[src/rtl/tt_pkg.sv]
// Shared constants and types for the dual auto-reload timer.
// Assumes a byte-wide register port with a 4-bit address.
package tt_pkg;
    localparam int BYTE_W = 8;
    localparam int ADDR_W = 4;
    localparam int N_UNIT = 2;

    typedef enum logic [1:0] {
        MODE_RELOAD16 = 2'd0,
        MODE_FREE16   = 2'd1,
        MODE_RELOAD8  = 2'd2,
        MODE_SPLIT    = 2'd3
    } tmode_e;

    localparam logic [ADDR_W-1:0] A_CTL    = 4'd0;
    localparam logic [ADDR_W-1:0] A_RUN    = 4'd1;
    localparam int                A_BASE   = 2;
    localparam int                A_STRIDE = 4;

    // Address of register 'slot' (0 lo, 1 hi, 2 reload lo, 3 reload hi) of unit n
    function automatic logic [ADDR_W-1:0] unit_addr(input int n, input int slot);
        return ADDR_W'(A_BASE + A_STRIDE * n + slot);
    endfunction
endpackage

[src/rtl/tt_prescale.sv]
// Free-running divider producing the shared timer tick.
// Divisors are powers of two taken from one counter, so all selections
// share one phase referenced to reset. Select value 3 gives no tick.
module tt_prescale #(
    parameter int SH_A = 2,
    parameter int SH_B = 4,
    parameter int SH_C = 6
) (
    input  logic       clk,
    input  logic       rst_n,
    input  logic [1:0] sel,
    output logic       tick
);
    localparam int PW = SH_C;

    logic [PW-1:0] pcnt_q;

    // Advance the divider every cycle out of reset
    always_ff @(posedge clk) begin
        if (!rst_n) pcnt_q <= '0;
        else        pcnt_q <= pcnt_q + PW'(1);
    end

    // Pick the tap that matches the selected divisor
    always_comb begin
        case (sel)
            2'd0:    tick = &pcnt_q[SH_A-1:0];
            2'd1:    tick = &pcnt_q[SH_B-1:0];
            2'd2:    tick = &pcnt_q[SH_C-1:0];
            default: tick = 1'b0;
        endcase
    end
endmodule

[src/rtl/tt_fall_detect.sv]
// Resynchronises N external pins and reports a one-cycle pulse when a
// high sample is followed by a low sample. Samples are taken every
// second cycle, so a level must last 4 cycles to be sure of being seen.
module tt_fall_detect #(
    parameter int N = 2
) (
    input  logic         clk,
    input  logic         rst_n,
    input  logic [N-1:0] pin,
    output logic [N-1:0] fall
);
    logic phase_q;

    // Sample phase alternates every cycle
    always_ff @(posedge clk) begin
        if (!rst_n) phase_q <= 1'b0;
        else        phase_q <= ~phase_q;
    end

    for (genvar g = 0; g < N; g++) begin : g_pin
        logic s1_q, s2_q, smp_q, fall_q;

        // Two-flop synchroniser, sampler and edge pulse for one pin
        always_ff @(posedge clk) begin
            if (!rst_n) begin
                s1_q   <= 1'b0;
                s2_q   <= 1'b0;
                smp_q  <= 1'b0;
                fall_q <= 1'b0;
            end else begin
                s1_q <= pin[g];
                s2_q <= s1_q;
                if (phase_q) begin
                    smp_q  <= s2_q;
                    fall_q <= smp_q & ~s2_q;
                end else begin
                    fall_q <= 1'b0;
                end
            end
        end
        assign fall[g] = fall_q;
    end
endmodule

[src/rtl/tt_counter.sv]
// One timer unit: low/high count bytes, reload pair and mode logic.
// Assumes the caller already combined run, gate and event source into
// en_main / en_split. A write to either count byte cancels the step.
module tt_counter #(
    parameter int W = 8
) (
    input  logic         clk,
    input  logic         rst_n,
    input  logic [1:0]   mode,
    input  logic         en_main,
    input  logic         en_split,
    input  logic         wr_lo,
    input  logic         wr_hi,
    input  logic         wr_rlo,
    input  logic         wr_rhi,
    input  logic [W-1:0] wr_data,
    output logic [W-1:0] lo,
    output logic [W-1:0] hi,
    output logic [W-1:0] rlo,
    output logic [W-1:0] rhi,
    output logic         ovf_main,
    output logic         ovf_split
);
    import tt_pkg::*;
    localparam logic [W-1:0]   ONE1 = W'(1);
    localparam logic [2*W-1:0] ONE2 = (2*W)'(1);

    logic [W-1:0]   lo_q, hi_q, rlo_q, rhi_q;
    logic [2*W-1:0] word;
    logic           cnt_wr, lo_full, hi_full;

    assign word    = {hi_q, lo_q};
    assign cnt_wr  = wr_lo | wr_hi;
    assign lo_full = &lo_q;
    assign hi_full = &hi_q;

    // Overflow detection for the selected mode, suppressed by a count write
    always_comb begin
        ovf_main  = 1'b0;
        ovf_split = 1'b0;
        if (!cnt_wr) begin
            case (tmode_e'(mode))
                MODE_RELOAD16, MODE_FREE16: ovf_main = en_main & lo_full & hi_full;
                MODE_RELOAD8:               ovf_main = en_main & lo_full;
                default: begin
                    ovf_main  = en_main & lo_full;
                    ovf_split = en_split & hi_full;
                end
            endcase
        end
    end

    // Register writes first, otherwise one count step per mode
    always_ff @(posedge clk) begin
        if (!rst_n) begin
            lo_q  <= '0;
            hi_q  <= '0;
            rlo_q <= '0;
            rhi_q <= '0;
        end else begin
            if (wr_rlo) rlo_q <= wr_data;
            if (wr_rhi) rhi_q <= wr_data;
            if (cnt_wr) begin
                if (wr_lo) lo_q <= wr_data;
                if (wr_hi) hi_q <= wr_data;
            end else begin
                case (tmode_e'(mode))
                    MODE_RELOAD16: if (en_main) {hi_q, lo_q} <= ovf_main ? {rhi_q, rlo_q} : word + ONE2;
                    MODE_FREE16:   if (en_main) {hi_q, lo_q} <= word + ONE2;
                    MODE_RELOAD8:  if (en_main) lo_q <= ovf_main ? rlo_q : lo_q + ONE1;
                    default: begin
                        if (en_main)  lo_q <= lo_q + ONE1;
                        if (en_split) hi_q <= hi_q + ONE1;
                    end
                endcase
            end
        end
    end

    assign lo  = lo_q;
    assign hi  = hi_q;
    assign rlo = rlo_q;
    assign rhi = rhi_q;
endmodule

[src/rtl/twin_reload_timer.sv]
// Two auto-reload timer/counters with a shared prescaler, edge-counting
// inputs, gate inputs, overflow flags and toggle outputs.
// Assumes one synchronous write per cycle and a combinational read port.
module twin_reload_timer
    import tt_pkg::*;
#(
    parameter int PS_SH_A = 2,
    parameter int PS_SH_B = 4,
    parameter int PS_SH_C = 6
) (
    input  logic              clk,
    input  logic              rst_n,
    input  logic              wr_en,
    input  logic [ADDR_W-1:0] wr_addr,
    input  logic [BYTE_W-1:0] wr_data,
    input  logic [ADDR_W-1:0] rd_addr,
    output logic [BYTE_W-1:0] rd_data,
    input  logic [1:0]        count_pin,
    input  logic [1:0]        gate_pin,
    input  logic [1:0]        irq_ack,
    output logic [1:0]        irq,
    output logic [1:0]        tog_out
);
    localparam int FW = 4;   // control field width per unit

    logic [BYTE_W-1:0] ctl_q;
    logic [1:0]        run_q, flag_q, oe_q, sel_q, tog_q;
    logic              tick, wr_run;
    logic [1:0]        fall, ev, en_main, en_split, ovf_main, ovf_split, ch_ovf;
    logic [1:0]        mode [N_UNIT];
    logic [1:0]        ct, gate, cnt_wr;
    logic [BYTE_W-1:0] cnt_lo [N_UNIT];
    logic [BYTE_W-1:0] cnt_hi [N_UNIT];
    logic [BYTE_W-1:0] rel_lo [N_UNIT];
    logic [BYTE_W-1:0] rel_hi [N_UNIT];

    assign wr_run = wr_en && (wr_addr == A_RUN);

    tt_prescale #(.SH_A(PS_SH_A), .SH_B(PS_SH_B), .SH_C(PS_SH_C)) u_ps (
        .clk(clk), .rst_n(rst_n), .sel(sel_q), .tick(tick)
    );

    tt_fall_detect #(.N(N_UNIT)) u_fd (
        .clk(clk), .rst_n(rst_n), .pin(count_pin), .fall(fall)
    );

    // Control and run/status bytes, except the flags
    always_ff @(posedge clk) begin
        if (!rst_n) begin
            ctl_q <= '0;
            run_q <= '0;
            oe_q  <= '0;
            sel_q <= '0;
        end else if (wr_en) begin
            if (wr_addr == A_CTL) ctl_q <= wr_data;
            if (wr_addr == A_RUN) begin
                run_q <= wr_data[1:0];
                oe_q  <= wr_data[5:4];
                sel_q <= wr_data[7:6];
            end
        end
    end

    for (genvar g = 0; g < N_UNIT; g++) begin : g_unit
        assign mode[g] = ctl_q[FW*g +: 2];
        assign ct[g]   = ctl_q[FW*g + 2];
        assign gate[g] = ctl_q[FW*g + 3];
        assign ev[g]   = ct[g] ? fall[g] : tick;
        assign en_main[g] = run_q[g] & (~gate[g] | gate_pin[g]) & ev[g]
                          & ~((g == 1) && (mode[g] == MODE_SPLIT));
        assign en_split[g] = (g == 0) ? (run_q[1] & tick) : 1'b0;
        assign cnt_wr[g] = wr_en && ((wr_addr == unit_addr(g, 0)) || (wr_addr == unit_addr(g, 1)));

        tt_counter #(.W(BYTE_W)) u_cnt (
            .clk(clk), .rst_n(rst_n), .mode(mode[g]),
            .en_main(en_main[g]), .en_split(en_split[g]),
            .wr_lo (wr_en && (wr_addr == unit_addr(g, 0))),
            .wr_hi (wr_en && (wr_addr == unit_addr(g, 1))),
            .wr_rlo(wr_en && (wr_addr == unit_addr(g, 2))),
            .wr_rhi(wr_en && (wr_addr == unit_addr(g, 3))),
            .wr_data(wr_data),
            .lo(cnt_lo[g]), .hi(cnt_hi[g]), .rlo(rel_lo[g]), .rhi(rel_hi[g]),
            .ovf_main(ovf_main[g]), .ovf_split(ovf_split[g])
        );

        // Flag: software write, then hardware set, then acknowledge
        always_ff @(posedge clk) begin
            if (!rst_n)                     flag_q[g] <= 1'b0;
            else if (wr_run)                flag_q[g] <= wr_data[2 + g];
            else if (ch_ovf[g] && !oe_q[g]) flag_q[g] <= 1'b1;
            else if (irq_ack[g])            flag_q[g] <= 1'b0;
        end

        // Toggle output inverts on each overflow while enabled
        always_ff @(posedge clk) begin
            if (!rst_n)                    tog_q[g] <= 1'b0;
            else if (ch_ovf[g] && oe_q[g]) tog_q[g] <= ~tog_q[g];
        end
    end

    // Channel 1 is taken over by unit 0's upper half in split mode
    assign ch_ovf[0] = ovf_main[0];
    assign ch_ovf[1] = (mode[0] == MODE_SPLIT) ? ovf_split[0] : (ovf_main[1] | ovf_split[1]);

    // Combinational register read
    always_comb begin
        rd_data = '0;
        if (rd_addr == A_CTL) rd_data = ctl_q;
        if (rd_addr == A_RUN) rd_data = {sel_q, oe_q, flag_q, run_q};
        for (int n = 0; n < N_UNIT; n++) begin
            if (rd_addr == unit_addr(n, 0)) rd_data = cnt_lo[n];
            if (rd_addr == unit_addr(n, 1)) rd_data = cnt_hi[n];
            if (rd_addr == unit_addr(n, 2)) rd_data = rel_lo[n];
            if (rd_addr == unit_addr(n, 3)) rd_data = rel_hi[n];
        end
    end

    assign irq     = flag_q;
    assign tog_out = tog_q;
endmodule

[config.mk]
export PLATFORM = sky130hd
export DESIGN_NAME = twin_reload_timer
export DESIGN_NICKNAME = d
export VERILOG_FILES = /design/src/rtl/tt_pkg.sv /design/src/rtl/tt_prescale.sv /design/src/rtl/tt_fall_detect.sv /design/src/rtl/tt_counter.sv /design/src/rtl/twin_reload_timer.sv
export SDC_FILE = /design/constraint.sdc
export NUM_CORES = 1
export LEC_CHECK = 0
export ABC_AREA = 1
export BUFFER_PORTS_ARGS = -buffer_cell sky130_fd_sc_hd__buf_2
export CORE_MARGIN = 1.5
export CORE_UTILIZATION = 56
export CTS_CLUSTER_DIAMETER = 200
export DETAILED_ROUTE_END_ITERATION = 8
export GPL_ROUTABILITY_DRIVEN = 0
export MAX_ROUTING_LAYER = met4
export PLACE_DENSITY = 0.73
export SLEW_MARGIN = 10
export SYNTH_ARGS = -nofsm -noshare
export SYNTH_HDL_FRONTEND = slang
export SYNTH_SLANG_ARGS = --single-unit
[constraint.sdc]
create_clock -name clk -period 3.4 [get_ports clk]
set_input_delay 0.17 -clock clk [delete_from_list [all_inputs] [get_ports clk]]
set_output_delay 0.17 -clock clk [all_outputs]
set_load 0.05 [all_outputs]
[Word-level counts from Yosys, hierarchy flattened]
Cells that the tools add are included.
Storage, ports and cells
  register bits: 97
  bits of input ports: 25
  output and inout bits: 12
  word-level logic and storage cells: 190
Operators by class
  $add $sub $neg: 6
  equal/unequal tests: 35
  bitwise operators: 25
  multiplexer cells: 55
  reductions and logical operators: 43
Operator list (number)
  2-to-1 mux 8 bit: 33
  one-hot mux 8 bit (3 select lines): 3
  adder 16 x 1 -> 16 bit, second input constant: 2
  == test 4 x 3 -> 1 bit, second input constant: 8
  2-to-1 mux 16 bit: 2
  AND reduction 8 bit: 4
  adder 8 x 1 -> 8 bit, second input constant: 3
  == test 4 x 2 -> 1 bit, second input constant: 4
  == test 4 bit, second input constant: 4
  one-hot mux 8 bit (2 select lines): 1
  2-to-1 mux 1 bit: 15
  AND 1 bit: 13
  logical AND 1 bit: 13
  != test 3 x 1 -> 1 bit, second input constant: 4
  AND reduction 2 bit: 6
  == test 2 bit, second input constant: 5
  != test 2 x 1 -> 1 bit, second input constant: 5
  nonzero test 3 bit: 3
  == test 4 x 1 -> 1 bit, second input constant: 2
  logical NOT 4 bit: 2
  inverter 1 bit: 8
  AND reduction 4 bit: 2
  adder 6 x 1 -> 6 bit, second input constant: 1
  == test 2 x 1 -> 1 bit, second input constant: 3
  10 further kinds: 18

[Depth between registers and ports, before layout]
Gate-level depths: netlist of the first run.
  depth after elaboration: 13
  mapped depth: 13
  mapped depth without buffers: 13

[Hierarchy]
A second synthesis of the first run with hierarchy kept.
Second synthesis, totals
  cells, all modules: 1047
  area, all modules: 6343.6 sq um
By module, submodules not included
  tt_counter: instances 2, area each 2098.3 sq um, cells each 344, sequential area each 640.6 sq um
  twin_reload_timer: instances 1, area each 1570.3 sq um, cells each 288, sequential area each 360.3 sq um
  tt_fall_detect: instances 1, area each 300.3 sq um, cells each 33, sequential area each 180.2 sq um
  tt_prescale: instances 1, area each 276.5 sq um, cells each 38, sequential area each 120.1 sq um

[Worst setup path after synthesis of the first run]
OpenSTA, ideal clock, no wires.
  kind: reg2reg
  start: register g_unit[0].u_cnt.hi_q[0]
  end: register g_unit[0].u_cnt.lo_q[0]
  path slack: 1612 ps
  stages on the path, launching flop included: 12
  library setup time: 122 ps
  data required time: 3278 ps
  period minus slack after synthesis: 1788 ps
  arrival time: 1666 ps
  path buffers: 1
  cells stage by stage: dfxtp_1 -> ha_1 -> nand2_1 -> nor2_2 -> nand4_2 -> nand2_1 -> nand2_2 -> nor2_8 -> nand2_4 -> buf_6 -> o211ai_1 -> a21oi_1
On the way
  cells in the longest elaborated chain, start to end: 8
  elaborated cells on any way between the ends: 10
  classes of those cells: 8 x mux; 1 x bitwise; 1 x reduce/logical
RTL lines
  start, declared: line tt_counter.sv:28  | logic [W-1:0] lo_q, hi_q, rlo_q, rhi_q;
  start signal, assigned: line tt_counter.sv:65  | if (wr_hi) hi_q <= wr_data;
  start signal, assigned: line tt_counter.sv:68  | MODE_RELOAD16: if (en_main) {hi_q, lo_q} <= ovf_main ? {rhi_q, rlo_q} : word + ONE2;
  start signal, assigned: line tt_counter.sv:69  | MODE_FREE16: if (en_main) {hi_q, lo_q} <= word + ONE2;
  AND reduction 8 bit *: line tt_counter.sv:35  | assign hi_full = &hi_q;
  AND 1 bit *: line tt_counter.sv:43  | MODE_RELOAD16, MODE_FREE16: ovf_main = en_main & lo_full & hi_full;
  2-to-1 mux 1 bit *
  2-to-1 mux 1 bit *: line tt_counter.sv:41  | if (!cnt_wr) begin
  2-to-1 mux 8 bit / 2-to-1 mux 16 bit (equally long branches): line tt_counter.sv:70, tt_counter.sv:68
  2-to-1 mux 8 bit (on tied branches): line tt_counter.sv:70, tt_counter.sv:68
  one-hot mux 8 bit (3 select lines) *: line tt_counter.sv:67  | case (tmode_e'(mode))
  2-to-1 mux 8 bit *: line tt_counter.sv:63  | if (cnt_wr) begin
  end signal, assigned: line tt_counter.sv:64  | if (wr_lo) lo_q <= wr_data;
  end signal, assigned: line tt_counter.sv:68
  end signal, assigned: line tt_counter.sv:70  | MODE_RELOAD8: if (en_main) lo_q <= ovf_main ? rlo_q : lo_q + ONE1;
  end, declared: line tt_counter.sv:28
Mark *: on every way between the ends. The rest lies on a longest branch, timed or not. The select of a mux whose other input is x is not followed.
A chain may end at the register's enable or synchronous reset.

[Worst setup path after layout of the first run]
  start: register ctl_q[1]
  end: output port rd_data[1]
On the way
  cells in the longest elaborated chain, start to end: 10
RTL lines
  start, declared: line twin_reload_timer.sv:26  | logic [BYTE_W-1:0] ctl_q;
  start signal, assigned: line twin_reload_timer.sv:55  | if (wr_addr == A_CTL) ctl_q <= wr_data;
  2-to-1 mux 8 bit: line twin_reload_timer.sv:108  | if (rd_addr == A_CTL) rd_data = ctl_q;
  2-to-1 mux 8 bit: line twin_reload_timer.sv:109  | if (rd_addr == A_RUN) rd_data = {sel_q, oe_q, flag_q, run_q};
  2-to-1 mux 8 bit: line twin_reload_timer.sv:111  | if (rd_addr == unit_addr(n, 0)) rd_data = cnt_lo[n];
  2-to-1 mux 8 bit: line twin_reload_timer.sv:112  | if (rd_addr == unit_addr(n, 1)) rd_data = cnt_hi[n];
  2-to-1 mux 8 bit: line twin_reload_timer.sv:113  | if (rd_addr == unit_addr(n, 2)) rd_data = rel_lo[n];
  2-to-1 mux 8 bit: line twin_reload_timer.sv:114  | if (rd_addr == unit_addr(n, 3)) rd_data = rel_hi[n];
  2-to-1 mux 8 bit: line twin_reload_timer.sv:111
  2-to-1 mux 8 bit: line twin_reload_timer.sv:112
  2-to-1 mux 8 bit: line twin_reload_timer.sv:113
  2-to-1 mux 8 bit: line twin_reload_timer.sv:114
  end, declared: line twin_reload_timer.sv:17  | output logic [BYTE_W-1:0] rd_data,
Every way passes these cells.

==> results of run 1 <==
what timing repair did:
| item | CTS | global route |
|---|---|---|
| endpoints found under the setup margin | 0 | 0 |
| endpoints found under the hold margin | 2 | 0 |
| hold buffers | 2 | 0 |
synthesized netlist by cell type (all sizes together):
cell type    number  share of area
inv             109          0.072
o22ai             7         0.0077
a211oi            8          0.011
nor4              3         0.0033
clkinv            2         0.0013
nor3             18          0.018
o211ai            9          0.012
nand4            17          0.020
nand3            68          0.064
xnor2             5         0.0077
nor2            103          0.074
o221ai            2         0.0031
xor2             17          0.026
a21oi            97          0.085
o21ai            80          0.070
dfxtp            97           0.34
nand3b            3         0.0040
ha                4         0.0088
nand2           206           0.14
dlygate4sd1       1         0.0015
or2               2         0.0022
buf              11          0.015
a22oi             1         0.0013
clkbuf           15          0.013
per-layer routing:
| metal | global-route usage | part of all wire | vias up |
|---|---|---|---|
| met2 | 0.463 | 0.41 | 376 |
| met1 | 0.476 | 0.44 | 2770 |
| met5 | - | 0 | - |
| li1 | - | - | 2960 |
| met4 | 0.133 | 0.034 | 0 |
| met3 | 0.0758 | 0.12 | 61 |
sequential cells by signal, indices dropped and copies added (netlist names), 6 cells and up:
register	cells
g_unit.u_cnt.lo	16
g_unit.u_cnt.rhi	16
u_ps.pcnt_q	6
ctl_q	8
g_unit.u_cnt.rlo	16
g_unit.u_cnt.hi	16
path summary, 6_finish.rpt:
path / startpoint / endpoint / depth (start not counted)
max: ctl_q[1] / rd_data[1] / 7
min: irq_ack[0] / irq[0] / 4
max reg2reg: u_ps.pcnt_q[0] / g_unit[1].u_cnt.hi[1] / 12
min reg2reg: u_fd.g_pin[0].s1_q / u_fd.g_pin[0].s2_q / 2
cell families (layout without fill, tap and decap cells):
group                      Yosys count  in the layout  share of synthesized area
AOI/OAI and AO/OA                  204            204                      0.190
xor gates and xnor gates            22             22                     0.0338
adders and majority gates            4              4                    0.00878
buffers and inverters              138            169                      0.103
DFF                                 97             97                      0.341
and+or+nand+nor                    420            420                      0.324
power by group through the flow:
| stage | clock, uW | combinational, uW | sequential (uW) |
|---|---|---|---|
| 2_1_floorplan | 0 | 145 | 1210 |
| 3_3_place_gp | 0 | 203 | 1230 |
| 3_5_place_dp | 0 | 207 | 1230 |
| 4_1_cts | 769 | 210 | 1200 |
| 5_1_grt | 813 | 240 | 1210 |
| 6_report | 768 | 215 | 1200 |
worst max-delay path, stage by stage (launching register included):
cell,delay (ns)
dfxtp_1,0.48
clkinv_1,0.46
o22ai_1,0.41
a211oi_1,0.12
nand3_1,0.16
a21oi_1,0.05
nand4_1,0.13
buf_2,0.28
metrics by stage:
stage / setup WS (ns) / hold slack (ns) / area (sq um) / cells
global placement: 1.17 / 0.351 / 5910 / 1031
global route: 0.715 / 0.0953 / 6120 / 1049
finish: 0.761 / 0.0700 / 6120 / 1049
detailed placement: 1.13 / 0.357 / 5910 / 1031
floorplan: 1.61 / 0.268 / 5700 / 885
CTS: 0.853 / 0.0726 / 6120 / 1049
layout make-up:
cell class,instances,area (sq um),area share
multi-input combinational,650,3170,0.518
sequential,97,1940,0.317
inverter,111,417,0.0681
timing repair buffer,42,230,0.0376
tap,133,166,0.0272
clock buffer,10,138,0.0225
clock inverter,6,56.3,0.00920
==> flow_metrics.py, run 1 <==
metrics = {
    "worst_setup_path": {
        "cp-end-kind": "output port",
        "worst-path-max-fanout": 17,
        "critPathArrivalTime_ns": 2.47,
        "critPathLaunchType": "register",
        "critical_path_class": "register to output port",
        "r2r_slack_ns": 1.07,
        "cp_data_required_time_ns": 3.23,
    },
    "drt": {
        "drtPass1Iterations": 8,
        "drt_iter0_markers": 686,
        "vias_per_cell": 5.88,
        "num_vias": 6167,
        "drtAntennaViolNets": 0,
        "drcViolationCount": 0,
        "wl_per_cell_um": 16.8,
        "drt-total-wl_um": 17600,
    },
    "global_routing": {
        "grt_pass1_vias": 5328,
        "antenna_found_initial": 0,
        "grt_max_degree": 51,
        "groute.usage.overall": 0.336,
        "gr-total-overflow": 0,
        "grt_pass1_wl_um": 27900,
    },
    "floorplanning": {
        "dieArea_sq_um": 10800,
        "core_area_sq_um": 9820,
        "chipHeight_um": 104,
        "start_util": 0.580,
        "die_w_um": 104,
        "rows": 36,
        "io_pins": 37,
    },
    "clock_tree": {
        "worstSkewPairLatency_ns": 0.38,
        "clock-root-buffer": "clkbuf_8",
        "post_cts_buffers": 0,
        "cts_buffers": 9,
        "ctsResizeCount": 0,
        "cts_buffer_depth": 2,
        "h-tree-depth": 3,
        "path_clk_slew_ns": 0.10,
        "cts_tree": "built",
        "clock-sinks": 97,
    },
    "power": {
        "seq_power_share": 0.550,
        "vdd_ir_drop_max_mv": 0.249,
        "power_uw": 2190,
        "leakage_uw": 0.00271,
        "p_switching_uw": 652,
        "switching_share": 0.298,
        "power_density_nw_per_um2": 357,
        "combPwrFrac": 0.099,
        "p_int_uw": 1530,
        "clockPowerShare": 0.351,
    },
    "yosys": {
        "synth_fp_nets": 914,
        "syn-cell-area_sq_um": 5700,
        "syn_area_per_cell_sq_um": 6.44,
        "synth-seq-area-share": 0.341,
        "synthCells": 885,
        "yosysWarnings": 0,
        "synth_cell_types": 37,
        "ys_seq_elements": 97,
    },
    "worst_hold_path": {
        "hp-class": "primary input to register",
    },
    "final_layout": {
        "drive_gt1_frac": 0.0841,
        "final_common_cell": "nand2_1",
        "post-route-util": 0.623,
        "final_nets": 940,
        "num_antenna_cells": 0,
        "fillers": 963,
        "final_cell_mix": "201 x nand2_1, 107 x inv_1, 97 x nor2_1, 97 x a21oi_1, 97 x dfxtp_1",
        "area_delta_synth_final_pct": 7.38,
    },
    "placed_design": {
        "io_buffer_count": 36,
        "hpwl_um": 12800,
    },
    "sta": {
        "finalSetupTns_ns": 0,
        "setup_viol": 0,
        "drv_slew": 0,
        "rsz0062_at_grt": "false",
        "finClkSkew_ns": 0.0123,
        "max_freq_ghz": 0.379,
        "hold_viol_final": 0,
        "finalCritPeriodShare": 0.776,
        "maxSlewHeadroom": 0.340,
        "min_period_ns": 2.64,
        "worst_pin_slew_ns": 0.982,
    },
    "run_status": {
        "status": "finished clean",
    },
    "job": {
        "max-cap-violations": 0,
    },
}
No activity file was read; power rests on OpenSTA's default activity.
==> inputs of run 2 (changes only) <==
Clock period 3.4 ns to 2.45 ns, I/O delays scaled along.
==> run 2 against run 1 <==
Total power rose by 37%. Critical path depth increased by 5. Die area unchanged.
==> flow_metrics.py, run 2 (synthesized netlist as in run 1, its figures left out) <==
metrics = {
    "final_layout": {
        "final_common_cell": "nand2_1",
        "drive_gt1_frac": 0.0967,
        "fillers": 987,
        "final_cell_mix": "201 x nand2_1, 107 x inv_1, 97 x nor2_1, 97 x a21oi_1, 97 x dfxtp_1",
        "seqCellArea_sq_um": 1940,
        "num_antenna_cells": 0,
        "area_delta_synth_final_pct": 9.29,
        "final_nets": 955,
        "multiInputGateArea_sq_um": 3170,
    },
    "clock_tree": {
        "cts_buffer_depth": 2,
        "cts_buffers": 9,
        "clock-root-buffer": "clkbuf_8",
        "worstSkewPairLatency_ns": 0.40,
        "h-tree-depth": 3,
        "cts_tree": "built",
        "path_clk_slew_ns": 0.10,
        "clock-sinks": 97,
        "post_cts_buffers": 0,
    },
    "sta": {
        "worst_pin_slew_ns": 0.835,
        "hold_viol_final": 0,
        "finalSetupTns_ns": 0,
        "finClkSkew_ns": 0.0104,
        "finalCritPeriodShare": 0.917,
        "hold_ws_ns": 0.0284,
        "setup_viol": 0,
        "min_period_ns": 2.25,
        "drv_slew": 0,
        "maxSlewHeadroom": 0.439,
        "timing.final.ws_setup_ns": 0.204,
        "rsz0062_at_grt": "false",
        "max_freq_ghz": 0.445,
    },
    "worst_setup_path": {
        "path_depth": 12,
        "r2r_slack_ns": 0.20,
        "slowest_stage": "dfxtp_1",
        "crit_start": "u_ps.pcnt_q[0]",
        "path_cells": "ha_1 > nand3_1 > nand2_1 > nand3_1 > nand2_1 > nand2_1 > nor2_2 > nand3_4 > clkinv_2 > nand2_1 > nand3_1 > a21oi_1",
        "reg2reg_depth": 12,
        "crit_path_frequent_cell": "nand2_1",
        "critPathLaunchType": "register",
        "critical_path_class": "register to register",
        "crit_family": "simple AND/OR/NAND/NOR gates",
        "reg2reg_from": "u_ps.pcnt_q[0]",
        "critPathArrivalTime_ns": 2.53,
        "critPathMaxStageDelay_ns": 0.37,
        "cp_data_required_time_ns": 2.74,
        "worst-path-buf-inv": 1,
        "worst-path-max-fanout": 16,
        "cp-end-kind": "register",
    },
    "run_status": {
        "status": "finished clean",
    },
    "drt": {
        "drcViolationCount": 0,
        "drtAntennaViolNets": 0,
        "drt-total-wl_um": 17400,
        "drt_iter0_markers": 707,
        "vias_per_cell": 5.75,
        "num_vias": 6122,
        "wl_per_cell_um": 16.3,
        "drtPass1Iterations": 6,
    },
    "worst_hold_path": {
        "hp-class": "primary input to register",
        "min_from": "wr_data[4]",
        "holdPathStages": 3,
    },
    "placed_design": {
        "io_buffer_count": 36,
        "hpwl_um": 12700,
        "dp_slack_ns": 0.244,
    },
    "floorplanning": {
        "dieArea_sq_um": 10800,
        "core_area_sq_um": 9820,
        "chipHeight_um": 104,
        "die_w_um": 104,
        "io_pins": 37,
        "rows": 36,
        "start_util": 0.580,
    },
    "global_routing": {
        "grt_max_degree": 45,
        "groute.usage.overall": 0.333,
        "grt_pass1_vias": 5501,
        "grt_pass1_wl_um": 27800,
        "antenna_found_initial": 0,
        "gr-total-overflow": 0,
    },
    "power": {
        "power_uw": 3000,
        "vdd_ir_drop_max_mv": 0.545,
        "power_density_nw_per_um2": 482,
        "leakage_uw": 0.00278,
    },
    "job": {
        "max-cap-violations": 0,
    },
}
[run 2: timing repair]
item / in CTS / in global routing
endpoints found under the setup margin: 0 / 8
hold endpoints to repair: 4 / 0
hold buffers: 4 / 0
resized for setup: 0 / 1
[run 2: where the power goes]
group          internal (uW)  switching (uW)  leakage (uW)
clock                    388             639     0.0000901
combinational           97.9             213       0.00190
sequential              1620            47.5      0.000787
[run 2: tightest hold or removal path: stages]
cell     delay, ns
buf_2         0.09
o21ai_0       0.08
a21oi_1       0.10
[run 2: metrics by stage]
step | instances | area (sq um) | util
floorplan | 885 | 5700 | -
global placement | 1044 | 6000 | 0.611
detailed placement | 1044 | 6000 | 0.611
CTS | 1064 | 6230 | 0.634
global route | 1064 | 6230 | 0.634
finish | 1064 | 6230 | 0.634
[run 2: worst paths after layout]
check | end
max | g_unit[1].u_cnt.hi[2]
min | ctl_q[4]
max reg2reg | g_unit[1].u_cnt.hi[2]
min reg2reg | u_fd.g_pin[0].s2_q
[run 2: final cells by class]
cell class | count | area share
multi-input combinational | 650 | 0.509
timing repair buffer | 57 | 0.0558
inverter | 111 | 0.0671
clock buffer | 9 | 0.0199
sequential | 97 | 0.312
tap | 133 | 0.0267
clock inverter | 7 | 0.00964
[run 2: metal layers]
metal / track usage / share of wire / up-vias / wire, um
met4: 0.0942 / 0.022 / 0 / 386
met5: - / 0 / - / 0
li1: - / - / 2998 / -
met2: 0.485 / 0.43 / 338 / 7500
met3: 0.0865 / 0.11 / 41 / 1910
met1: 0.457 / 0.44 / 2745 / 7590
==> inputs of run 3 (changes only) <==
Settings changed: GPL_ROUTABILITY_DRIVEN 0 to 1, GPL_TIMING_DRIVEN from default to 0, REMOVE_ABC_BUFFERS from default to 1.
==> run 3 against run 2 <==
Worst setup slack worse by 0.11 ns. Non-clock buffer count shrank 18. Via count down 0.44%. Count of clock-buffer cells in the layout is the same. Hold slack lost 0.0029 ns. Die area stayed put. Final cell count is 1.7% lower. Fmax decreased by 4.5%. Sequential power barely moved. Critical path type is now register to output port. Critical endpoint is now rd_data[1]. Largest cell class unchanged. Largest power group unchanged.
==> flow_metrics.py, run 3 (synthesized netlist as in run 1, its figures left out) <==
metrics = {
    "run_status": {
        "status": "finished clean",
    },
    "worst_setup_path": {
        "path_cells": "clkinv_2 > o22ai_1 > a211oi_1 > nand3_1 > a21oi_1 > nand4_1 > buf_2",
        "worst-path-max-fanout": 17,
        "cp-end-kind": "output port",
        "slowest_stage": "dfxtp_1",
        "critical_path_class": "register to output port",
        "r2r_slack_ns": 0.21,
        "reg2reg_from": "g_unit[0].u_cnt.hi[1]",
        "crit_start": "ctl_q[1]",
        "cp_data_required_time_ns": 2.33,
        "critPathLaunchType": "register",
        "critPathMaxStageDelay_ns": 0.50,
        "critPathArrivalTime_ns": 2.23,
    },
    "final_layout": {
        "final_common_cell": "nand2_1",
        "fin_area_sq_um": 6130,
        "final_nets": 937,
        "num_antenna_cells": 0,
        "layout.cells.non_filler": 1046,
        "area_delta_synth_final_pct": 7.60,
        "drive_gt1_frac": 0.0854,
        "final_cell_mix": "200 x nand2_1, 107 x inv_1, 97 x nor2_1, 97 x a21oi_1, 97 x dfxtp_1",
        "fillers": 968,
    },
    "power": {
        "switching_share": 0.288,
        "power_density_nw_per_um2": 502,
        "leakage_uw": 0.00271,
        "p_switching_uw": 885,
        "clockPowerShare": 0.364,
        "p_int_uw": 2190,
        "combPwrFrac": 0.095,
        "power_uw": 3080,
        "vdd_ir_drop_max_mv": 0.313,
        "seq_power_share": 0.541,
    },
    "global_routing": {
        "groute.usage.overall": 0.323,
        "grt_pass1_wl_um": 27300,
        "gr-total-overflow": 0,
        "grt_pass1_vias": 5671,
        "grt_max_degree": 89,
        "antenna_found_initial": 0,
    },
    "clock_tree": {
        "post_cts_buffers": 0,
        "clock-root-buffer": "clkbuf_8",
        "h-tree-depth": 3,
        "path_clk_slew_ns": 0.09,
        "clock-sinks": 97,
        "worstSkewPairLatency_ns": 0.39,
        "cts_tree": "built",
        "cts_buffers": 9,
        "cts_buffer_depth": 2,
    },
    "placed_design": {
        "dpl.cell_count": 1028,
        "postPlaceCellArea_sq_um": 5890,
        "hpwl_um": 12000,
        "io_buffer_count": 36,
        "gp_congestion": 0.972,
        "dp_slack_ns": -0.0528,
    },
    "floorplanning": {
        "dieArea_sq_um": 10800,
        "core_area_sq_um": 9820,
        "start_util": 0.580,
        "chipHeight_um": 104,
        "die_w_um": 104,
        "rows": 36,
        "io_pins": 37,
    },
    "sta": {
        "min_period_ns": 2.35,
        "max_freq_ghz": 0.425,
        "finClkSkew_ns": 0.0226,
        "hold_viol_final": 0,
        "worst_pin_slew_ns": 1.10,
        "maxSlewHeadroom": 0.261,
        "rsz0062_at_grt": "false",
        "drv_slew": 0,
        "setup_viol": 0,
        "finalCritPeriodShare": 0.959,
        "timing.final.ws_setup_ns": 0.0995,
    },
    "drt": {
        "drt-total-wl_um": 16700,
        "drtPass1Iterations": 8,
        "drtAntennaViolNets": 0,
        "wl_per_cell_um": 16.0,
        "vias_per_cell": 5.83,
        "drcViolationCount": 0,
        "drt_iter0_markers": 639,
        "num_vias": 6095,
    },
    "job": {
        "max-cap-violations": 0,
    },
    "worst_hold_path": {
        "hp-class": "primary input to register",
        "min_from": "irq_ack[1]",
    },
}
==> run 3: cell type report <==
| class | instances | area, sq um | area share |
|---|---|---|---|
| Tap cell | 133 | 166 | 0.0271 |
| Multi-Input combinational cell | 650 | 3190 | 0.521 |
| Sequential cell | 97 | 1940 | 0.317 |
| Clock inverter | 7 | 75.1 | 0.0122 |
| Inverter | 111 | 420 | 0.0686 |
| Clock buffer | 9 | 124 | 0.0202 |
| Timing Repair Buffer | 39 | 210 | 0.0343 |
==> run 3: critical path: cells and delay by family, from the launching register on <==
family                 cells  cell delay (ns)
buffers and inverters      2             0.57
and+or+nand+nor            2             0.26
AOI/OAI and AO/OA          3             0.53
DFF                        1             0.50
==> run 3: power groups by stage <==
stage | Clock [uW] | Combinational (uW) | Sequential (uW)
floorplan | 0 | 178 | 1690
global placement | 0 | 275 | 1700
detailed placement | 0 | 283 | 1700
CTS | 1120 | 287 | 1660
global route | 1180 | 327 | 1670
finish | 1120 | 293 | 1660
==> run 3: metal layers <==
| metal | vias to the layer above | GRT usage | wire [um] |
|---|---|---|---|
| li1 | 2958 | - | - |
| met1 | 2802 | 0.444 | 7360 |
| met2 | 293 | 0.484 | 7400 |
| met3 | 42 | 0.0301 | 1450 |
| met4 | 0 | 0.141 | 530 |
| met5 | - | - | 0 |
==> run 3: timing repair <==
action | CTS | global route
setup endpoints to repair | 1 | 17
hold buffers | 2 | 0
pin swaps | 0 | 0
hold endpoints to repair | 2 | 0
resized for setup | 1 | 5
==> run 3: stage by stage <==
| step | utilization | hold WS, ns | setup TNS, ns |
|---|---|---|---|
| 2_1_floorplan | - | 0.216 | 0 |
| 3_3_place_gp | 0.598 | 0.303 | -0.327 |
| 3_5_place_dp | 0.600 | 0.309 | -0.515 |
| 4_1_cts | 0.622 | 0.0169 | 0 |
| 5_1_grt | 0.624 | 0.0492 | 0 |
| 6_report | 0.624 | 0.0255 | 0 |
==> run 3: final timing paths <==
check	cells past startpoint	end
worst min-delay path	4	irq[1]
worst max register to register	12	g_unit[0].u_cnt.hi[1]
worst min register to register	2	u_fd.g_pin[0].s2_q
worst max-delay path	7	rd_data[1]
